**src/rtl/fw_load_pkg.sv**
```systemverilog
package fw_load_pkg;
  localparam logic [31:0] MAGIC_LE   = 32'hfe01_01fe;
  localparam logic [31:0] MAGIC_BE   = 32'hfe10_10fe;
  localparam int unsigned HDR_WORDS  = 5;
  localparam int unsigned HDR_BYTES  = 4 * HDR_WORDS;
  localparam int unsigned TAIL_BYTES = 4;

  typedef enum logic [2:0] {
    ERR_NONE  = 3'd0,
    ERR_MAGIC = 3'd1,
    ERR_SIZE  = 3'd2,
    ERR_CSUM  = 3'd3,
    ERR_RANGE = 3'd4
  } fw_err_e;

  typedef enum logic [2:0] {
    ST_IDLE, ST_HDR, ST_CLEAR, ST_ISEC, ST_DSEC, ST_CSUM, ST_DONE
  } fw_state_e;
endpackage

```
**src/rtl/fw_byte_order.sv**
```systemverilog
module fw_byte_order #(
  parameter int unsigned BYTES = 4
) (
  input  logic                 swap_i,
  input  logic [8*BYTES-1:0]   word_i,
  output logic [8*BYTES-1:0]   word_o
);
  logic [8*BYTES-1:0] rev;

  for (genvar b = 0; b < BYTES; b++) begin : g_byte
    assign rev[8*b +: 8] = word_i[8*(BYTES-1-b) +: 8];
  end

  assign word_o = swap_i ? rev : word_i;
endmodule

```
**src/rtl/fw_size_check.sv**
```systemverilog
module fw_size_check
  import fw_load_pkg::*;
#(
  parameter int unsigned IMEM_DEPTH = 64,
  parameter int unsigned DMEM_DEPTH = 64,
  parameter int unsigned CW         = 7
) (
  input  logic [31:0]   isize_i,
  input  logic [31:0]   dsize_i,
  input  logic [31:0]   total_len_i,
  output fw_err_e       err_o,
  output logic [CW-1:0] iwords_o,
  output logic [CW-1:0] dwords_o
);
  logic [33:0] need;
  logic        misaligned, len_bad, i_over, d_over;

  assign need       = {2'b00, isize_i} + {2'b00, dsize_i} + 34'(HDR_BYTES + TAIL_BYTES);
  assign misaligned = (|isize_i[1:0]) | (|dsize_i[1:0]);
  assign len_bad    = need != {2'b00, total_len_i};
  assign i_over     = {2'b00, isize_i[31:2]} > 32'(IMEM_DEPTH);
  assign d_over     = {2'b00, dsize_i[31:2]} > 32'(DMEM_DEPTH);

  always_comb begin
    if (misaligned || len_bad) err_o = ERR_SIZE;
    else if (i_over || d_over) err_o = ERR_RANGE;
    else                       err_o = ERR_NONE;
  end

  assign iwords_o = isize_i[CW+1:2];
  assign dwords_o = dsize_i[CW+1:2];
endmodule

```
**src/rtl/fw_sum_acc.sv**
```systemverilog
module fw_sum_acc #(
  parameter int unsigned W = 32
) (
  input  logic         clk_i,
  input  logic         rst_ni,
  input  logic         clr_i,
  input  logic         add_i,
  input  logic [W-1:0] word_i,
  output logic [W-1:0] sum_o
);
  always_ff @(posedge clk_i or negedge rst_ni) begin
    if (!rst_ni)    sum_o <= '0;
    else if (clr_i) sum_o <= '0;
    else if (add_i) sum_o <= sum_o + word_i;
  end
endmodule

```
**src/rtl/fw_image_loader.sv**
```systemverilog
module fw_image_loader
  import fw_load_pkg::*;
#(
  parameter int unsigned IMEM_DEPTH = 64,
  parameter int unsigned DMEM_DEPTH = 64,
  localparam int unsigned IAW = $clog2(IMEM_DEPTH),
  localparam int unsigned DAW = $clog2(DMEM_DEPTH)
) (
  input  logic           clk_i,
  input  logic           rst_ni,
  input  logic           start_i,
  input  logic [31:0]    total_len_i,
  input  logic [31:0]    data_i,
  input  logic           valid_i,
  output logic           ready_o,
  output logic           imem_we_o,
  output logic [IAW-1:0] imem_addr_o,
  output logic [31:0]    imem_data_o,
  output logic           dmem_we_o,
  output logic [DAW-1:0] dmem_addr_o,
  output logic [31:0]    dmem_data_o,
  output logic           done_o,
  output logic           ok_o,
  output logic [2:0]     err_o,
  output logic           big_endian_o,
  output logic [15:0]    seg_count_o,
  output logic [15:0]    seg_index_o
);
  localparam int unsigned ICW = $clog2(IMEM_DEPTH + 1);
  localparam int unsigned DCW = $clog2(DMEM_DEPTH + 1);
  localparam int unsigned CW  = (ICW > DCW) ? ICW : DCW;

  fw_state_e      st_q;
  logic [2:0]     hdr_idx_q;
  logic [31:0]    len_q, isize_q;
  logic [CW-1:0]  cnt_q, iw_q, dw_q, clr_max;
  logic           big_q, big_sel, acc, done_q, ok_q, clr_last;
  fw_err_e        err_q, sz_err;
  logic [CW-1:0]  sz_iw, sz_dw;
  logic [31:0]    conv, sum;
  logic [15:0]    seg_cnt_q, seg_idx_q;
  fw_state_e      sec_first;

  assign ready_o = (st_q == ST_HDR) || (st_q == ST_ISEC) ||
                   (st_q == ST_DSEC) || (st_q == ST_CSUM);
  assign acc     = valid_i && ready_o;

  // magic decides the order of its own word; later words use the stored flag
  assign big_sel = (st_q == ST_HDR && hdr_idx_q == 3'd0) ? (data_i == MAGIC_BE) : big_q;

  fw_byte_order #(.BYTES(4)) u_order (
    .swap_i (big_sel),
    .word_i (data_i),
    .word_o (conv)
  );

  fw_size_check #(
    .IMEM_DEPTH (IMEM_DEPTH),
    .DMEM_DEPTH (DMEM_DEPTH),
    .CW         (CW)
  ) u_size (
    .isize_i     (isize_q),
    .dsize_i     (conv),
    .total_len_i (len_q),
    .err_o       (sz_err),
    .iwords_o    (sz_iw),
    .dwords_o    (sz_dw)
  );

  fw_sum_acc #(.W(32)) u_sum (
    .clk_i  (clk_i),
    .rst_ni (rst_ni),
    .clr_i  (start_i),
    .add_i  (acc && (st_q == ST_HDR || st_q == ST_ISEC || st_q == ST_DSEC)),
    .word_i (conv),
    .sum_o  (sum)
  );

  assign clr_max   = (iw_q > dw_q) ? iw_q : dw_q;
  assign clr_last  = cnt_q == clr_max - CW'(1);
  assign sec_first = (iw_q != '0) ? ST_ISEC : (dw_q != '0) ? ST_DSEC : ST_CSUM;

  always_ff @(posedge clk_i or negedge rst_ni) begin
    if (!rst_ni) begin
      st_q      <= ST_IDLE;
      hdr_idx_q <= '0;
      len_q     <= '0;
      isize_q   <= '0;
      cnt_q     <= '0;
      iw_q      <= '0;
      dw_q      <= '0;
      big_q     <= 1'b0;
      err_q     <= ERR_NONE;
      done_q    <= 1'b0;
      ok_q      <= 1'b0;
      seg_cnt_q <= '0;
      seg_idx_q <= '0;
    end else if (start_i) begin
      st_q      <= ST_HDR;
      hdr_idx_q <= '0;
      cnt_q     <= '0;
      len_q     <= total_len_i;
      err_q     <= ERR_NONE;
      done_q    <= 1'b0;
      ok_q      <= 1'b0;
    end else begin
      case (st_q)
        ST_HDR: if (acc) begin
          hdr_idx_q <= hdr_idx_q + 3'd1;
          case (hdr_idx_q)
            3'd0: begin
              if (data_i == MAGIC_LE || data_i == MAGIC_BE) begin
                big_q <= big_sel;
              end else begin
                err_q  <= ERR_MAGIC;
                done_q <= 1'b1;
                st_q   <= ST_DONE;
              end
            end
            3'd1: begin
              seg_cnt_q <= conv[31:16];
              seg_idx_q <= conv[15:0];
            end
            3'd3: isize_q <= conv;
            3'd4: begin
              if (sz_err != ERR_NONE) begin
                err_q  <= sz_err;
                done_q <= 1'b1;
                st_q   <= ST_DONE;
              end else begin
                iw_q  <= sz_iw;
                dw_q  <= sz_dw;
                cnt_q <= '0;
                st_q  <= (sz_iw != '0 || sz_dw != '0) ? ST_CLEAR : ST_CSUM;
              end
            end
            default: ;
          endcase
        end
        ST_CLEAR: begin
          if (clr_last) begin
            cnt_q <= '0;
            st_q  <= sec_first;
          end else begin
            cnt_q <= cnt_q + CW'(1);
          end
        end
        ST_ISEC: if (acc) begin
          if (cnt_q == iw_q - CW'(1)) begin
            cnt_q <= '0;
            st_q  <= (dw_q != '0) ? ST_DSEC : ST_CSUM;
          end else begin
            cnt_q <= cnt_q + CW'(1);
          end
        end
        ST_DSEC: if (acc) begin
          if (cnt_q == dw_q - CW'(1)) begin
            cnt_q <= '0;
            st_q  <= ST_CSUM;
          end else begin
            cnt_q <= cnt_q + CW'(1);
          end
        end
        ST_CSUM: if (acc) begin
          done_q <= 1'b1;
          st_q   <= ST_DONE;
          if (conv == sum) ok_q  <= 1'b1;
          else             err_q <= ERR_CSUM;
        end
        default: ;
      endcase
    end
  end

  assign imem_we_o   = ((st_q == ST_CLEAR) && (cnt_q < iw_q)) || ((st_q == ST_ISEC) && acc);
  assign imem_addr_o = cnt_q[IAW-1:0];
  assign imem_data_o = (st_q == ST_ISEC) ? conv : 32'd0;
  assign dmem_we_o   = ((st_q == ST_CLEAR) && (cnt_q < dw_q)) || ((st_q == ST_DSEC) && acc);
  assign dmem_addr_o = cnt_q[DAW-1:0];
  assign dmem_data_o = (st_q == ST_DSEC) ? conv : 32'd0;

  assign done_o       = done_q;
  assign ok_o         = ok_q;
  assign err_o        = err_q;
  assign big_endian_o = big_q;
  assign seg_count_o  = seg_cnt_q;
  assign seg_index_o  = seg_idx_q;

  p_done_stalls_r11: assert property (@(posedge clk_i) disable iff (!rst_ni)
    done_o |-> !ready_o);
  p_err_no_write_r10: assert property (@(posedge clk_i) disable iff (!rst_ni)
    (err_o != 3'd0) |-> (!imem_we_o && !dmem_we_o));
  p_err_hold_r10: assert property (@(posedge clk_i) disable iff (!rst_ni)
    (done_o && !start_i) |=> (done_o && $stable(err_o) && $stable(ok_o)));
  p_ok_clean_r9: assert property (@(posedge clk_i) disable iff (!rst_ni)
    ok_o |-> (done_o && err_o == 3'd0));
  p_iaddr_in_range_r7: assert property (@(posedge clk_i) disable iff (!rst_ni)
    imem_we_o |-> (CW'(imem_addr_o) < iw_q));
  p_daddr_in_range_r8: assert property (@(posedge clk_i) disable iff (!rst_ni)
    dmem_we_o |-> (CW'(dmem_addr_o) < dw_q));
endmodule

```
**config.mk**
```make
export PLATFORM = sky130hd
export DESIGN_NAME = fw_image_loader
export DESIGN_NICKNAME = d
export VERILOG_FILES = /design/src/rtl/fw_load_pkg.sv /design/src/rtl/fw_byte_order.sv /design/src/rtl/fw_size_check.sv /design/src/rtl/fw_sum_acc.sv /design/src/rtl/fw_image_loader.sv
export SDC_FILE = /design/constraint.sdc
export NUM_CORES = 1
export LEC_CHECK = 0
export BUFFER_PORTS_ARGS = -buffer_cell sky130_fd_sc_hd__buf_2
export CELL_PAD_IN_SITES_DETAIL_PLACEMENT = 2
export CELL_PAD_IN_SITES_GLOBAL_PLACEMENT = 2
export CORE_MARGIN = 2
export CORE_UTILIZATION = 38
export CTS_CLUSTER_SIZE = 16
export DETAILED_ROUTE_END_ITERATION = 7
export MAX_ROUTING_LAYER = met4
export PLACE_DENSITY = 0.87
export SETUP_SLACK_MARGIN = 0.1
export SYNTH_ARGS = -nofsm -noshare
export SYNTH_HDL_FRONTEND = slang
export SYNTH_SLANG_ARGS = --single-unit
```
**constraint.sdc**
```tcl
create_clock -name clk_i -period 20.5 [get_ports clk_i]
set_input_delay 0 -clock clk_i [delete_from_list [all_inputs] [get_ports clk_i]]
set_output_delay 0 -clock clk_i [all_outputs]
set_load 0.05 [all_outputs]
```
==> results.json, run 1 <==
{
  "grt_max_degree": 94,
  "track_usage_pct": 33.47,
  "cpMaxStageDelayCell": "mux2i_1",
  "crit_path_end_kind": "flip-flop",
  "die_y_microns": 194.1,
  "dp_hpwl_mm": 45.12,
  "overflow": 0,
  "mostFrequentLayoutCell": "nand2_1",
  "fin_crit_sh_pct": 50.12,
  "max_freq_mhz": 97.33,
  "yosysSeqAreaShare_pct": 29.34,
  "synth_area_per_cell_sq_um": 8.044,
  "hold_slack_ns": 0.01553,
  "io_buffers": 184,
  "synthFlopType": "dfrtp_1",
  "crit_type": "flip-flop to flip-flop",
  "p_leak_uw": 0.007439,
  "fill_cells": 4030,
  "clkSlewWorstSetupHoldPaths_ns": 0.08,
  "drtIter0Drc": 981,
  "cts.path.max_buffers": 2,
  "postLayoutCellArea_sq_mm": 0.01604,
  "num_vias": 14640,
  "post_drt_wl_per_cell_microns": 26.01,
  "die_x_microns": 194.1,
  "antenna_left": 0,
  "cts.repair.resized": 0,
  "synth_cell_types": 86,
  "grt_antenna_before_repair": 0,
  "setup_viol": 0,
  "wl_mm": 61.49,
  "cts_tree": "done",
  "syn_nets": 1872,
  "relSlewSlack_pct": 12.49,
  "grt_pass1_wl_mm": 96.43,
  "cap_violations": 0,
  "io_pins": 185,
  "synth_seq_cells": 161,
  "worstPathMaxFanout": 20,
  "routabilityCongestion": 0.9535,
  "synth-async-reset-ratio_pct": 100.0,
  "final_cell_mix": "nand2_1, buf_2, nor2_1, dfrtp_1, o21ai_0",
  "row_count": 69,
  "slowest_delay_ns": 1.00,
  "ys_warn_count": 0,
  "cts.sinks": 161,
  "synthCells": 1707,
  "num_antenna_cells": 0,
  "cts-root-buf": "clkbuf_16",
  "syn_area_sq_mm": 0.01373,
  "synth_edf_count": 0,
  "rsz0062_at_grt": "false",
  "hp-class": "input pin to flip-flop",
  "core_area_sq_mm": 0.03557,
  "dpl_cell_area_sq_mm": 0.01510,
  "drive_above_1_share_pct": 16.18,
  "clk_latency_ns": 0.47,
  "nNetsFinal": 2055,
  "crit_path_start_kind": "flip-flop",
  "multi_input_area_sq_mm": 0.008982,
  "p_per_area_mw_per_mm2": 100.3,
  "hold_viol_final": 0,
  "critPathTopFamily": "simple AND/OR/NAND/NOR gates",
  "setup-tns-final_ns": 0,
  "status": "finished, final reports clean",
  "worstMarginPinSlew_ns": 1.301,
  "crit_arrival_ns": 10.61,
  "dieArea_sq_mm": 0.03767,
  "drcViolationCount": 0,
  "post-route-util_pct": 45.10,
  "cp_common_cell": "nand3_1",
  "area_delta_synth_final_pct": 16.83,
  "regArea_sq_mm": 0.004029,
  "dr.pass1.iters": 5,
  "path_buf_inv": 3,
  "skew_ns": 0.01450,
  "grt_pass1_vias": 15810,
  "peakVddDrop_v": 0.00006868,
  "cts_htree_levels": 4,
  "holdBufCountCts": 37,
  "fin_crit_ns": 10.27,
  "crit_required_ns": 20.83,
  "maxSlewViolCount": 0,
  "cts_buffers": 17,
  "start_util_pct": 38.60,
  "cts_setup_buffers": 0,
  "via_per_inst": 6.194
}
==> flip-flops by register name, indices dropped and copies added, names as in the netlist <==
signal,cells
done_o,1
cnt_q,7
err_o,3
hdr_idx_q,3
len_q,32
st_q,3
u_sum.sum_o,32
seg_index_o,16
isize_q,32
big_endian_o,1
seg_count_o,16
iw_q,7
ok_o,1
dw_q,7
==> metrics by stage <==
| stage | total power (uW) | std cells | setup WS (ns) |
|---|---|---|---|
| final | 1608 | 2364 | 10.23 |
| after global routing | 1687 | 2364 | 9.980 |
| after CTS | 1601 | 2364 | 10.64 |
| after detailed placement | 1245 | 2295 | 10.88 |
| after global placement | 1201 | 2295 | 11.43 |
| after floorplan | 1003 | 1707 | 12.64 |
==> final cells by class <==
cell class	count	area share, %
timing repair buffer	253	9.601
sequential	161	25.12
multi-input combinational	1365	55.99
inverter	92	2.153
clock buffer	19	2.699
tap	461	3.596
clock inverter	13	0.8424
==> synthesized netlist by cell type, drive strengths merged, types with 11 or more instances <==
cell type / number / area (sq um)
a211oi: 18 / 135.1
a21o: 28 / 210.2
a21oi: 117 / 585.6
and2: 16 / 100.1
and3: 14 / 87.58
buf: 22 / 150.2
clkbuf: 67 / 251.5
dfrtp: 161 / 4029
ha: 95 / 1189
inv: 91 / 341.6
mux2: 34 / 405.4
mux2i: 43 / 430.4
nand2: 205 / 772.0
nand2b: 12 / 75.07
nand3: 41 / 205.2
nand4: 29 / 181.4
nor2: 162 / 608.1
nor2b: 15 / 93.84
nor3: 47 / 235.2
nor4: 33 / 236.5
o211ai: 19 / 142.6
o21a: 12 / 90.09
o21ai: 125 / 625.6
o21bai: 11 / 82.58
or3: 18 / 112.6
or4: 11 / 90.08
xnor2: 69 / 604.3
xor2: 32 / 280.3
==> final timing paths <==
path                            cells after the start       startpoint               to  slack (ns)
worst min register to register                      2  seg_count_o[12]  seg_count_o[12]        0.48
min in group asynchronous                           2           rst_ni  seg_index_o[12]        0.19
worst max register to register                     26          st_q[0]         err_o[0]       10.23
worst min-delay path                                3       data_i[12]   seg_count_o[4]        0.02
worst max-delay path                               26          st_q[0]         err_o[0]       10.23
max in group asynchronous                           3           rst_ni        len_q[20]       18.76
==> worst min-delay path: cells and delay by family <==
kind / cells / cell delay, ns
compound gates: 1 / 0.20
buf+inv: 1 / 0.11
mux: 1 / 0.14
==> where the power goes <==
group / switching [uW] / internal (uW) / total (uW) / leakage (uW)
Clock: 153 / 179 / 333 / 0.000278
Sequential: 56.1 / 383 / 439 / 0.00213
Combinational: 601 / 235 / 837 / 0.00503
==> cells by family (layout without fill, tap and decap cells) <==
family / after synthesis / in the layout / synth area share [%]
AND/OR/NAND/NOR: 647 / 647 / 22.99
AO/OA/AOI/OAI: 443 / 443 / 20.75
XOR/XNOR: 101 / 101 / 6.443
adder cells (fa/ha/maj): 97 / 97 / 8.948
multiplexers: 77 / 77 / 6.087
flip-flops: 161 / 161 / 29.34
buffers and inverters: 181 / 377 / 5.440
==> routing by layer <==
layer  up-vias  part of all wire, %  track usage [%]
met5         -                    0                -
met3       136                  4.3            3.740
met1      7536                   44            42.84
met4         0                  3.4            11.78
met2       459                   48            54.86
li1       6511                    -                -
(Power assumes the default switching activity.)
==> run 2, diff against run 1 <==
Settings changed: CORE_UTILIZATION 38 to 32, PLACE_DENSITY 0.87 to 0.78.
Clock period 20.5 ns to 9.1 ns, I/O delays scaled along.
==> results.json, run 2 (synthesis results as in run 1) <==
{
  "via_per_inst": 5.790,
  "largest_registers": "isize_q (32), len_q (32), u_sum.sum_o (32)",
  "fin_crit_ns": 8.397,
  "reg2reg_slack_ns": 0.70,
  "dp_hpwl_mm": 46.58,
  "io_pins": 185,
  "r2r_cells": 28,
  "cap_violations": 0,
  "post-route-util_pct": 38.83,
  "clk_latency_ns": 0.51,
  "relSlewSlack_pct": 15.81,
  "crit_type": "flip-flop to flip-flop",
  "r2r-start": "st_q[0]",
  "die_y_microns": 211.1,
  "drtIter0Drc": 914,
  "violations": "negative hold slack",
  "grt_pass1_wl_mm": 92.42,
  "grt_antenna_before_repair": 1,
  "crit_arrival_ns": 8.78,
  "cts_htree_levels": 4,
  "grt_max_degree": 69,
  "fill_cells": 4810,
  "mostFrequentLayoutCell": "nand2_1",
  "setup_viol": 0,
  "clkSlewWorstSetupHoldPaths_ns": 0.07,
  "crit_path_end_kind": "flip-flop",
  "status": "finished, violations left",
  "p_per_area_mw_per_mm2": 222.6,
  "drcViolationCount": 0,
  "start_util_pct": 32.59,
  "maxSlewViolCount": 0,
  "drive_above_1_share_pct": 17.14,
  "area_delta_synth_final_pct": 19.16,
  "worstMarginPinSlew_ns": 1.251,
  "crit_path_start_kind": "flip-flop",
  "overflow": 0,
  "cp_common_cell": "buf_4",
  "cts_setup_buffers": 0,
  "holdCritStartpoint": "data_i[13]",
  "final_cell_mix": "nand2_1, buf_2, nor2_1, dfrtp_1, o21ai_0",
  "hold_slack_ns": -0.01678,
  "p_leak_uw": 0.007567,
  "crit_start": "st_q[0]",
  "hp-class": "input pin to flip-flop",
  "grt_pass1_vias": 15350,
  "post_drt_wl_per_cell_microns": 24.30,
  "cts.path.max_buffers": 2,
  "endpoint": "iw_q[3]",
  "dpl_cell_area_sq_mm": 0.01531,
  "dr.pass1.iters": 5,
  "rsz0062_at_grt": "false",
  "skew_ns": 0.01561,
  "hold_viol_final": 2,
  "slowest_delay_ns": 0.66,
  "die_x_microns": 211.1,
  "antenna_left": 0,
  "peakVddDrop_v": 0.0001862,
  "routabilityCongestion": 0.9507,
  "worstPathMaxFanout": 21,
  "io_buffers": 184,
  "cpMaxStageDelayCell": "or4_4",
  "track_usage_pct": 28.16,
  "fin_crit_sh_pct": 92.27,
  "cts_tree": "done",
  "cts-root-buf": "clkbuf_16",
  "num_vias": 14240,
  "cts.sinks": 161,
  "max_freq_mhz": 119.1,
  "cts_buffers": 17,
  "dieArea_sq_mm": 0.04458,
  "core_area_sq_mm": 0.04213,
  "postLayoutCellArea_sq_mm": 0.01636,
  "crit_required_ns": 9.49,
  "row_count": 75,
  "setup-tns-final_ns": 0,
  "rr_endpoint": "iw_q[3]",
  "wl_mm": 59.77,
  "nNetsFinal": 2072
}
run 2: changes by cell type in the layout (fill, tap and decap cells not counted), sizes merged:
cell         before  now
clkinvlp          2    0
diode             0    1
inv              94   96
clkinv            7    6
bufinv            2    3
buf             216  231
dlygate4sd3      37   39
run 2: metrics by stage:
stage	total power [uW]	setup slack, ns	instances
final	3642	0.7032	2460
after global routing	3841	0.07704	2460
after CTS	3654	0.7953	2459
after detailed placement	2815	0.7210	2387
after global placement	2740	0.8525	2387
after floorplan	2259	1.240	1707
run 2: final cells by class:
class / count / area (sq um) / share of cell area [%]
sequential: 161 / 4029 / 24.62
tap: 539 / 674.4 / 4.122
inverter: 92 / 345.3 / 2.111
clock buffer: 19 / 452.9 / 2.768
clock inverter: 13 / 172.7 / 1.055
antenna: 1 / 2.502 / 0.01529
multi-input combinational: 1365 / 9000 / 55.01
timing repair buffer: 270 / 1685 / 10.30
run 2: how the worst min path moves through the flow:
stage                      end  cells past startpoint
2_1_floorplan     big_endian_o                      0
3_3_place_gp    seg_count_o[4]                      1
3_5_place_dp   seg_index_o[12]                      1
4_1_cts         seg_index_o[3]                      3
5_1_grt        seg_index_o[13]                      3
6_report       seg_index_o[13]                      3
run 2: timing repair:
item,4_1_cts,5_1_grt
hold buffers,40,0
endpoints found under the hold margin,69,0
endpoints found under the setup margin,0,1
resized for setup,0,3
run 2: per-layer routing:
layer	GRT usage, %	vias up	wire (microns)
li1	-	6549	-
met1	36.68	7267	28150
met2	43.80	333	27330
met3	4.594	95	2414
met4	10.90	0	1880
met5	-	-	0
run 2: critical path, delay by kind of cell (launching register included):
kind / cells / cell delay [ns]
AO/OA/AOI/OAI: 5 / 1.79
AND/OR/NAND/NOR: 11 / 2.77
buffers and inverters: 6 / 1.18
adder cells (fa/ha/maj): 2 / 0.54
XOR/XNOR: 1 / 0.36
flip-flops: 1 / 0.62
multiplexers: 3 / 0.94
run 2: power breakdown:
group	leakage, uW	internal (uW)	switching (uW)	total (uW)
logic	0.00512	536	1320	1850
clock network	0.000311	450	352	802
registers	0.00213	862	124	986
==> run 3, diff against run 2 <==
Settings changed: MAX_ROUTING_LAYER met4 to not set.
==> results.json, run 3 (synthesis results as in run 1) <==
{
  "status": "finished, final reports clean",
  "drcViolationCount": 0,
  "gr-usage-met2_pct": 42.47,
  "clkSlewWorstSetupHoldPaths_ns": 0.08,
  "drive_above_1_share_pct": 17.01,
  "grt_pass1_vias": 14940,
  "grt_antenna_before_repair": 3,
  "final_cell_mix": "nand2_1, buf_2, nor2_1, dfrtp_1, o21ai_0",
  "area_delta_synth_final_pct": 18.93,
  "cts_tree": "done",
  "max_freq_mhz": 119.1,
  "rsz0062_at_grt": "false",
  "post-route-util_pct": 38.76,
  "routabilityCongestion": 0.9265,
  "timing.final.ws_setup_ns": 0.7004,
  "p_per_area_mw_per_mm2": 223.4,
  "dp.cells": 2386,
  "crit_type": "flip-flop to flip-flop",
  "wl_mm": 58.57,
  "die_y_microns": 211.1,
  "path_buf_inv": 2,
  "die_x_microns": 211.1,
  "crit_path_start_kind": "flip-flop",
  "setup-tns-final_ns": 0,
  "skew_ns": 0.01735,
  "cap_violations": 0,
  "slowest_delay_ns": 0.61,
  "mostFrequentLayoutCell": "nand2_1",
  "worstPathCellList": "nand2b_1 -> nor2_1 -> nand3_1 -> o21ai_4 -> mux2i_1 -> inv_1 -> ha_1 -> nand2_1 -> or2_2 -> o21ai_0 -> o311ai_1 -> buf_4 -> or4_4 -> nor4_4 -> nand3_1 -> xor2_1 -> or4_1 -> or4_4 -> nor4_4 -> nand2_2 -> mux2_4",
  "hold_slack_ns": 0.04437,
  "io_pins": 185,
  "grt_max_degree": 65,
  "dieArea_sq_mm": 0.04458,
  "via_per_inst": 5.740,
  "worstPathMaxFanout": 21,
  "setup_viol": 0,
  "crit_required_ns": 9.47,
  "row_count": 75,
  "worstMarginPinSlew_ns": 1.166,
  "start_util_pct": 32.59,
  "grt_pass1_wl_mm": 90.16,
  "track_usage_pct": 26.62,
  "post_drt_wl_per_cell_microns": 23.84,
  "clk_latency_ns": 0.50,
  "crit_arrival_ns": 8.77,
  "cts_htree_levels": 4,
  "drtIter0Drc": 863,
  "antenna_left": 0,
  "p_leak_uw": 0.007538,
  "fin_crit_sh_pct": 92.30,
  "cts_buffers": 17,
  "crit_path_end_kind": "flip-flop",
  "fill_cells": 4861,
  "cts.path.max_buffers": 2,
  "place_ws_ns": 0.5934,
  "hp-class": "input pin to asynchronous set/reset pin",
  "cts.sinks": 161,
  "use_met3_pct": 4.668,
  "peakVddDrop_v": 0.0001729,
  "largest_registers": "isize_q (32), len_q (32), u_sum.sum_o (32)",
  "overflow": 0,
  "maxSlewViolCount": 0,
  "dp_hpwl_mm": 45.81,
  "critPathTopFamily": "simple AND/OR/NAND/NOR gates",
  "io_buffers": 184,
  "cpMaxStageDelayCell": "dfrtp_1",
  "relSlewSlack_pct": 21.98,
  "grt.met1_usage_pct": 36.15,
  "hold_viol_final": 0,
  "core_area_sq_mm": 0.04213,
  "nNetsFinal": 2069,
  "cts-root-buf": "clkbuf_16",
  "layout.cells.non_filler": 2457,
  "dr.pass1.iters": 5,
  "fin_crit_ns": 8.400,
  "grt_busiest_layer": "met2",
  "num_vias": 14100
}
-- run 3: cell count changes in the layout (fill, tap and decap cells not counted), sizes merged --
| cell | previous run | this run |
|---|---|---|
| clkinvlp | 0 | 2 |
| clkinv | 6 | 3 |
| dlygate4sd3 | 39 | 36 |
| bufinv | 3 | 4 |
| diode | 1 | 2 |
| clkbuf | 19 | 18 |
-- run 3: final cells by class --
cell class / count / area (sq um) / area share (%)
clock buffer: 18 / 439.2 / 2.689
timing repair buffer: 267 / 1647 / 10.08
sequential: 161 / 4029 / 24.67
antenna: 2 / 5.005 / 0.03065
multi-input combinational: 1365 / 8991 / 55.06
inverter: 92 / 345.3 / 2.115
tap: 539 / 674.4 / 4.130
clock inverter: 13 / 198.9 / 1.218
-- run 3: what timing repair did --
action                                  CTS  global route
endpoints found under the setup margin    0            24
gates resized for setup                   0             2
buffers inserted                          0             2
hold buffers                             36             0
hold endpoints to repair                 89             0
-- run 3: per-layer routing --
layer / share of wire (%) / vias to the layer above
li1: - / 6534
met1: 48 / 7192
met2: 46 / 300
met3: 3.8 / 75
met4: 2.7 / 2
met5: 0.020 / -
-- run 3: power breakdown --
part	switching (uW)	internal, uW	leakage [uW]	total (uW)
Clock	355	470	0.000306	825
Combinational	1310	531	0.00510	1840
Sequential	118	862	0.00213	980
-- run 3: stage by stage --
stage / total power, uW / instance area (sq um)
4_1_cts: 3661 / 16300
2_1_floorplan: 2259 / 13730
3_5_place_dp: 2803 / 15300
6_report: 3648 / 16330
5_1_grt: 3847 / 16330
3_3_place_gp: 2737 / 15300
-- run 3: path summary, 6_finish.rpt --
kind                                  from               to  slack, ns  cells after the start
min in group clk_i              data_i[10]      isize_q[10]       0.06                      4
hold reg to reg            seg_count_o[10]  seg_count_o[10]       0.48                      2
hold / removal                      rst_ni   seg_count_o[4]       0.04                      2
setup / recovery                   st_q[0]          iw_q[3]       0.70                     21
setup reg to reg                   st_q[0]          iw_q[3]       0.70                     21
max in group asynchronous           rst_ni        len_q[10]       7.79                      3
